[src/rtl/flash_chunker_pkg.sv]
package flash_chunker_pkg;
  typedef enum logic [3:0] {
    ST_IDLE,
    ST_CHECK,
    ST_PREP,
    ST_LOAD,
    ST_ISSUE,
    ST_SETTLE,
    ST_POLL,
    ST_UNLOAD,
    ST_ADV
  } fc_state_e;
endpackage

[src/rtl/fc_chunk_sizer.sv]
module fc_chunk_sizer #(
  parameter int ADDR_W     = 24,
  parameter int CNT_W      = 16,
  parameter int PAGE_BYTES = 256,
  parameter int MAX_CHUNK  = 64,
  parameter int QUANT      = 8,
  parameter int LEN_W      = $clog2(MAX_CHUNK + 1)
) (
  input  logic [ADDR_W-1:0] addr,
  input  logic [CNT_W-1:0]  remaining,
  output logic [LEN_W-1:0]  len
);
  localparam int PAGE_W = $clog2(PAGE_BYTES);

  // Clip to the page end, cap at MAX_CHUNK, quantise mid-range lengths.
  function automatic int unsigned fit_len(int unsigned page_off, int unsigned rem);
    int unsigned room;
    int unsigned c;
    room = PAGE_BYTES - page_off;
    c = (rem < room) ? rem : room;
    if (c >= MAX_CHUNK) c = MAX_CHUNK;
    else if (c >= QUANT) c = c - (c % QUANT);
    return c;
  endfunction

  assign len = LEN_W'(fit_len(32'(addr[PAGE_W-1:0]), 32'(remaining)));
endmodule

[src/rtl/fc_copy_counter.sv]
module fc_copy_counter #(
  parameter int IDX_W = 6
) (
  input  logic             clk,
  input  logic             rst_n,
  input  logic             step,
  input  logic [IDX_W-1:0] last_idx,
  output logic [IDX_W-1:0] idx,
  output logic             at_last
);
  assign at_last = (idx == last_idx);

  always_ff @(posedge clk) begin
    if (!rst_n || !step) idx <= '0;
    else if (at_last)    idx <= '0;
    else                 idx <= idx + 1'b1;
  end

  AST_IDX_IN_RANGE: assert property (@(posedge clk) disable iff (!rst_n)
    step |-> idx <= last_idx);
endmodule

[src/rtl/fc_wait_timer.sv]
module fc_wait_timer #(
  parameter int LIMIT = 1000
) (
  input  logic clk,
  input  logic rst_n,
  input  logic run,
  output logic expired
);
  localparam int CW = $clog2(LIMIT + 1);
  logic [CW-1:0] cnt;

  assign expired = (cnt == CW'(LIMIT));

  always_ff @(posedge clk) begin
    if (!rst_n || !run) cnt <= '0;
    else if (!expired)  cnt <= cnt + 1'b1;
  end

  AST_TIMER_CLEARS: assert property (@(posedge clk) disable iff (!rst_n)
    !run |=> cnt == '0);
endmodule

[src/rtl/flash_chunker.sv]
module flash_chunker
  import flash_chunker_pkg::*;
#(
  parameter int ADDR_W      = 24,
  parameter int CNT_W       = 16,
  parameter int PAGE_BYTES  = 256,
  parameter int MAX_CHUNK   = 64,
  parameter int QUANT       = 8,
  parameter int TIMEOUT_CYC = 1000,
  localparam int LEN_W      = $clog2(MAX_CHUNK + 1),
  localparam int IDX_W      = $clog2(MAX_CHUNK)
) (
  input  logic              clk,
  input  logic              rst_n,
  input  logic              start,
  input  logic [ADDR_W-1:0] start_addr,
  input  logic [CNT_W-1:0]  start_count,
  input  logic              start_write,
  input  logic              start_data,
  output logic              busy,
  output logic              done,
  output logic              err,
  output logic              err_timeout,
  output logic              cmd_go,
  output logic [ADDR_W-1:0] cmd_addr,
  output logic [LEN_W-1:0]  cmd_len,
  output logic              cmd_write,
  output logic              cmd_data,
  input  logic              ctl_busy,
  input  logic              ctl_blocked,
  output logic              ctl_buf_we,
  output logic [IDX_W-1:0]  ctl_buf_idx,
  output logic [7:0]        ctl_buf_wdata,
  input  logic [7:0]        ctl_buf_rdata,
  output logic [CNT_W-1:0]  usr_addr,
  output logic              usr_we,
  output logic [7:0]        usr_wdata,
  input  logic [7:0]        usr_rdata
);
  localparam int PAGE_W = $clog2(PAGE_BYTES);

  fc_state_e         state;
  logic [ADDR_W-1:0] addr_q;
  logic [CNT_W-1:0]  rem_q;
  logic [CNT_W-1:0]  ptr_q;
  logic [LEN_W-1:0]  cur_len;
  logic              wr_q, de_q;
  logic              done_q, err_q, err_to_q;

  // Named internal events
  logic [LEN_W-1:0]  next_len;
  logic [CNT_W-1:0]  rem_next;
  logic              waiting, expired;
  logic              copying, copy_last;
  logic [IDX_W-1:0]  copy_idx, copy_last_idx;
  logic              ctl_done_ev, blocked_ev;

  fc_chunk_sizer #(
    .ADDR_W(ADDR_W), .CNT_W(CNT_W), .PAGE_BYTES(PAGE_BYTES),
    .MAX_CHUNK(MAX_CHUNK), .QUANT(QUANT), .LEN_W(LEN_W)
  ) u_sizer (
    .addr(addr_q), .remaining(rem_q), .len(next_len)
  );

  assign waiting = (state == ST_CHECK) || (state == ST_POLL);

  fc_wait_timer #(.LIMIT(TIMEOUT_CYC)) u_timer (
    .clk(clk), .rst_n(rst_n), .run(waiting), .expired(expired)
  );

  assign copying       = (state == ST_LOAD) || (state == ST_UNLOAD);
  assign copy_last_idx = IDX_W'(cur_len - 1'b1);

  fc_copy_counter #(.IDX_W(IDX_W)) u_copy (
    .clk(clk), .rst_n(rst_n), .step(copying), .last_idx(copy_last_idx),
    .idx(copy_idx), .at_last(copy_last)
  );

  assign rem_next    = rem_q - CNT_W'(cur_len);
  assign ctl_done_ev = (state == ST_POLL) && !ctl_busy;
  assign blocked_ev  = ctl_done_ev && ctl_blocked;

  always_ff @(posedge clk) begin
    if (!rst_n) begin
      state    <= ST_IDLE;
      addr_q   <= '0;
      rem_q    <= '0;
      ptr_q    <= '0;
      cur_len  <= '0;
      wr_q     <= 1'b0;
      de_q     <= 1'b0;
      done_q   <= 1'b0;
      err_q    <= 1'b0;
      err_to_q <= 1'b0;
    end else begin
      done_q <= 1'b0;
      err_q  <= 1'b0;
      unique case (state)
        ST_IDLE: if (start) begin
          addr_q   <= start_addr;
          rem_q    <= start_data ? start_count : '0;
          ptr_q    <= '0;
          wr_q     <= start_write;
          de_q     <= start_data;
          err_to_q <= 1'b0;
          state    <= ST_CHECK;
        end
        ST_CHECK: begin
          if (!ctl_busy) state <= ST_PREP;
          else if (expired) begin
            err_q <= 1'b1; err_to_q <= 1'b1; state <= ST_IDLE;
          end
        end
        ST_PREP: begin
          cur_len <= next_len;
          state   <= (wr_q && next_len != '0) ? ST_LOAD : ST_ISSUE;
        end
        ST_LOAD:   if (copy_last) state <= ST_ISSUE;
        ST_ISSUE:  state <= ST_SETTLE;
        ST_SETTLE: state <= ST_POLL;
        ST_POLL: begin
          if (ctl_done_ev) begin
            if (blocked_ev) begin
              err_q <= 1'b1; err_to_q <= 1'b0; state <= ST_IDLE;
            end else if (!wr_q && cur_len != '0) state <= ST_UNLOAD;
            else state <= ST_ADV;
          end else if (expired) begin
            err_q <= 1'b1; err_to_q <= 1'b1; state <= ST_IDLE;
          end
        end
        ST_UNLOAD: if (copy_last) state <= ST_ADV;
        ST_ADV: begin
          addr_q <= addr_q + ADDR_W'(cur_len);
          ptr_q  <= ptr_q + CNT_W'(cur_len);
          rem_q  <= rem_next;
          if (rem_next == '0) begin
            done_q <= 1'b1; state <= ST_IDLE;
          end else state <= ST_PREP;
        end
        default: state <= ST_IDLE;
      endcase
    end
  end

  assign busy          = (state != ST_IDLE);
  assign done          = done_q;
  assign err           = err_q;
  assign err_timeout   = err_to_q;
  assign cmd_go        = (state == ST_ISSUE);
  assign cmd_addr      = addr_q;
  assign cmd_len       = cur_len;
  assign cmd_write     = wr_q;
  assign cmd_data      = de_q;
  assign ctl_buf_we    = (state == ST_LOAD);
  assign ctl_buf_idx   = copy_idx;
  assign ctl_buf_wdata = usr_rdata;
  assign usr_addr      = ptr_q + CNT_W'(copy_idx);
  assign usr_we        = (state == ST_UNLOAD);
  assign usr_wdata     = ctl_buf_rdata;

  AST_NO_PAGE_CROSS: assert property (@(posedge clk) disable iff (!rst_n)
    cmd_go |-> (32'(cmd_addr[PAGE_W-1:0]) + 32'(cmd_len)) <= 32'(PAGE_BYTES));
  AST_LEN_CAP: assert property (@(posedge clk) disable iff (!rst_n)
    cmd_go |-> 32'(cmd_len) <= 32'(MAX_CHUNK));
  AST_LEN_QUANT: assert property (@(posedge clk) disable iff (!rst_n)
    (cmd_go && 32'(cmd_len) >= 32'(QUANT)) |-> (32'(cmd_len) % 32'(QUANT)) == 0);
  AST_NODATA_ZERO_LEN: assert property (@(posedge clk) disable iff (!rst_n)
    (cmd_go && !cmd_data) |-> cmd_len == '0);
  AST_GO_CTL_IDLE: assert property (@(posedge clk) disable iff (!rst_n)
    cmd_go |-> !ctl_busy);
  AST_BLOCKED_ERR: assert property (@(posedge clk) disable iff (!rst_n)
    blocked_ev |=> err && !err_timeout && !cmd_go);
  AST_LOAD_BEFORE_GO: assert property (@(posedge clk) disable iff (!rst_n)
    cmd_go |-> !ctl_buf_we && !usr_we);
  AST_DONE_PULSE: assert property (@(posedge clk) disable iff (!rst_n)
    done |=> !done);
  AST_DONE_ERR_EXCL: assert property (@(posedge clk) disable iff (!rst_n)
    !(done && err));
endmodule

[config.mk]
export PLATFORM = sky130hd
export DESIGN_NAME = flash_chunker
export DESIGN_NICKNAME = d
export VERILOG_FILES = /design/src/rtl/flash_chunker_pkg.sv /design/src/rtl/fc_chunk_sizer.sv /design/src/rtl/fc_copy_counter.sv /design/src/rtl/fc_wait_timer.sv /design/src/rtl/flash_chunker.sv
export SDC_FILE = /design/constraint.sdc
export NUM_CORES = 1
export LEC_CHECK = 0
export BUFFER_PORTS_ARGS = -buffer_cell sky130_fd_sc_hd__buf_2
export CORE_MARGIN = 5
export CORE_UTILIZATION = 55
export CTS_BUF_LIST = sky130_fd_sc_hd__clkbuf_4
export CTS_CLUSTER_SIZE = 40
export DETAILED_ROUTE_END_ITERATION = 8
export PLACE_DENSITY_LB_ADDON = 0.08
export SYNTH_ARGS = -nofsm -noshare
export SYNTH_HDL_FRONTEND = slang
export SYNTH_SLANG_ARGS = --single-unit
[constraint.sdc]
create_clock -name clk -period 4.1 [get_ports clk]
set_input_delay 0.82 -clock clk [delete_from_list [all_inputs] [get_ports clk]]
set_output_delay 0.82 -clock clk [all_outputs]
set_load 0.02 [all_outputs]
==> results.cfg <==
[placement]
place_hpwl_mm = 13.3
port_buffers = 108
routabilityCongestion = 0.901
place_area_sq_um = 6830
pre_cts_ws_ps = 487

[logic_synthesis]
syn_area_sq_um = 6330
ys_seq_elements = 88
synth_seq_area_share = 0.278
synth-edff-count = 0
ys_async_sr_fraction = 0
yosysWarnings = 0
synth_nets = 914
synth.distinct_cells = 73
avgSynthCellArea_sq_um = 7.86
ys.flop_type = dfxtp_1
syn-instance-count = 806

[sta]
final-hold-violation-count = 0
setup_viol = 0
fin_crit_sh = 0.915
slew_violations = 0
rsz0062_at_grt = false
worst_slack_ps = 350
fmax_mhz = 267
tightestPinTransition_ps = 767
slew_headroom = 0.488
finalSetupTns_ps = 0
fin_crit_ps = 3750
fin_worst_skew_ps = 14.2

[floorplanning]
row_count = 39
io-pin-count = 141
core_sq_um = 11400
die_h_um = 117
dieArea_sq_um = 13800
die_x_um = 117
initial_utilization = 0.557

[grt]
overflow = 0
grt_first_pass_wirelength_mm = 29.8
track_usage = 0.257
first_global_vias = 6019
antenna_found_initial = 1
grt_max_degree = 60

[clocking]
post_cts_buffers = 0
worstSkewPairLatency_ps = 490
clockRootBuffer = clkbuf_4
cts_sinks = 88
cts.path.max_buffers = 2
cts-resized-gates = 0
clkTransAtPathRegs_ps = 130
cts_made_buffers = 9
cts_tree = done
cts_max_level = 3
hold_buffers = 0

[power]
power_switching_mw = 0.919
power_frac_clock = 0.217
p_per_area_nw_per_um2 = 337
pwr-share-seq = 0.421
fin_total_pwr_mw = 2.35
p_int_mw = 1.43
peakVddDrop_v = 0.000259
switching_share = 0.391
power.leakage_nw = 2.98
p_comb_frac = 0.362

[drt]
dr.pass1.iters = 5
totalWireLength_mm = 18.2
drtIter0Drc = 496
drc = 0
drtAntennaViolNets = 0
routedWlPerCell_um = 17.7
viasPerCell = 6.11
vias = 6275

[finish]
final_layout_size_suffix_gt1_frac = 0.168
layout.nets = 986
area_delta_synth_final_pct = 10.0
mostFrequentLayoutCells = buf_2, nor2_1, dfxtp_1, nand2_1, a21oi_1
final_core_util = 0.613
final_common_cell = buf_2
design_area_sq_um = 6970

[min_path]
hold_path_end = u_copy.idx[0]
worstHoldStart = u_copy.idx[0]
min_path_type = reg -> reg
min_path_cells = 1

[worst_setup_path]
critical_path_class = reg -> out
endpoint_kind = output pin
rrSetupSlack_ps = 440
worstSetupStartpointType = flop
crit_start = u_copy.idx[2]
required_ps = 3280
path_cells = ha_1 -> nor2b_1 -> o21ai_0 -> a21boi_0 -> o21a_1 -> o21ai_0 -> nor2_1 -> xor2_1 -> buf_2
crit_path_frequent_cell = o21ai_0
critical_path.slowest_cell = dfxtp_1
reg2reg_to = state[1]
cp.arrival_ps = 2930
cp_top_family = compound AO/OA/AOI/OAI gates
r2r-start = cmd_addr[0]
r2r_cells = 12
crit_fanout = 8
cpPeakStageDelay_ps = 520
worstPathBufferInverterCount = 1

[status]
status = finished clean

[flow_run]
drv_cap = 0
-- power groups by stage --
stage,sequential (mW),combinational [mW],clock [mW]
after global placement,1.00,0.819,0
after CTS,0.987,0.843,0.519
after detailed placement,1.01,0.838,0
after floorplan,1.01,0.621,0
final,0.990,0.851,0.510
after global routing,0.998,0.945,0.554
-- flip-flops by register name, indices dropped and copies added, names as in the netlist, 4 cells and up --
name / cells
u_copy.idx: 6
rem_q: 16
cmd_len: 7
u_timer.cnt: 10
ptr_q: 16
state: 4
cmd_addr: 24
-- through the flow --
stage | std cells | hold WS, ps
after CTS | 1026 | 496
after global routing | 1027 | 520
after global placement | 1010 | 465
final | 1027 | 496
after detailed placement | 1010 | 477
after floorplan | 806 | 462
-- kinds of logic (layout without fill, tap and decap cells) --
kind of cell    count (synthesis)  after routing  share of synthesized area
simple gates                  305            305                      0.239
compound gates                214            214                      0.235
buf+inv                        92            169                     0.0658
flops                          88             88                      0.278
xor+xnor                       51             51                     0.0705
fa+ha+maj                      45             45                     0.0936
mux                            11             11                     0.0182
other cells                     0              1                          0
-- per-layer routing --
metal,wire length [um],global-route usage,vias to the layer above
met5,0,0,-
met4,284,0.0754,0
met3,1030,0.0553,31
met2,8830,0.437,203
met1,8060,0.327,2961
li1,-,-,3080
-- final cells by class --
class,instances,area (sq um)
Clock inverter,5,47.5
Clock buffer,11,82.6
Antenna cell,1,2.50
Inverter,38,143
Multi-Input combinational cell,626,4160
Sequential cell,88,1760
Timing Repair Buffer,115,593
Fill cell,1024,4400
Tap cell,143,179
-- cell usage after synthesis (4+ instances only) --
master,count,area share
o21bai_1,5,0.0059
a21oi_1,53,0.042
ha_1,41,0.081
a22oi_1,17,0.020
mux2_2,4,0.0071
nor3_1,19,0.015
o41ai_1,4,0.0055
o31ai_1,5,0.0059
nand3_1,29,0.023
xnor2_1,26,0.036
o2111ai_1,4,0.0055
mux2i_1,7,0.011
inv_1,37,0.022
and3_1,13,0.013
a32oi_1,5,0.0069
xor2_1,25,0.035
nor4_1,12,0.012
and2_1,7,0.0069
nor2_1,88,0.052
o21a_1,7,0.0083
o311ai_0,8,0.011
clkbuf_1,30,0.018
o211ai_1,6,0.0071
buf_4,17,0.020
a31oi_1,12,0.012
nand3b_1,11,0.013
a221oi_1,7,0.0097
fa_1,4,0.013
nor2b_1,10,0.0099
nand4_1,6,0.0059
a41oi_1,6,0.0083
dfxtp_1,88,0.28
or4_1,7,0.0083
a21o_1,9,0.011
nor3b_1,4,0.0047
nand2_1,69,0.041
o21ai_0,28,0.022
a211oi_1,9,0.011
or3_1,14,0.014
a21boi_0,4,0.0047
-- worst max-delay path by stage --
stage / to / cells after the start
floorplan: state[1] / 12
global placement: state[1] / 12
detailed placement: state[1] / 12
CTS: usr_addr[14] / 11
global route: usr_addr[14] / 9
finish: usr_addr[14] / 9
No activity file was read; power rests on OpenSTA's default activity.
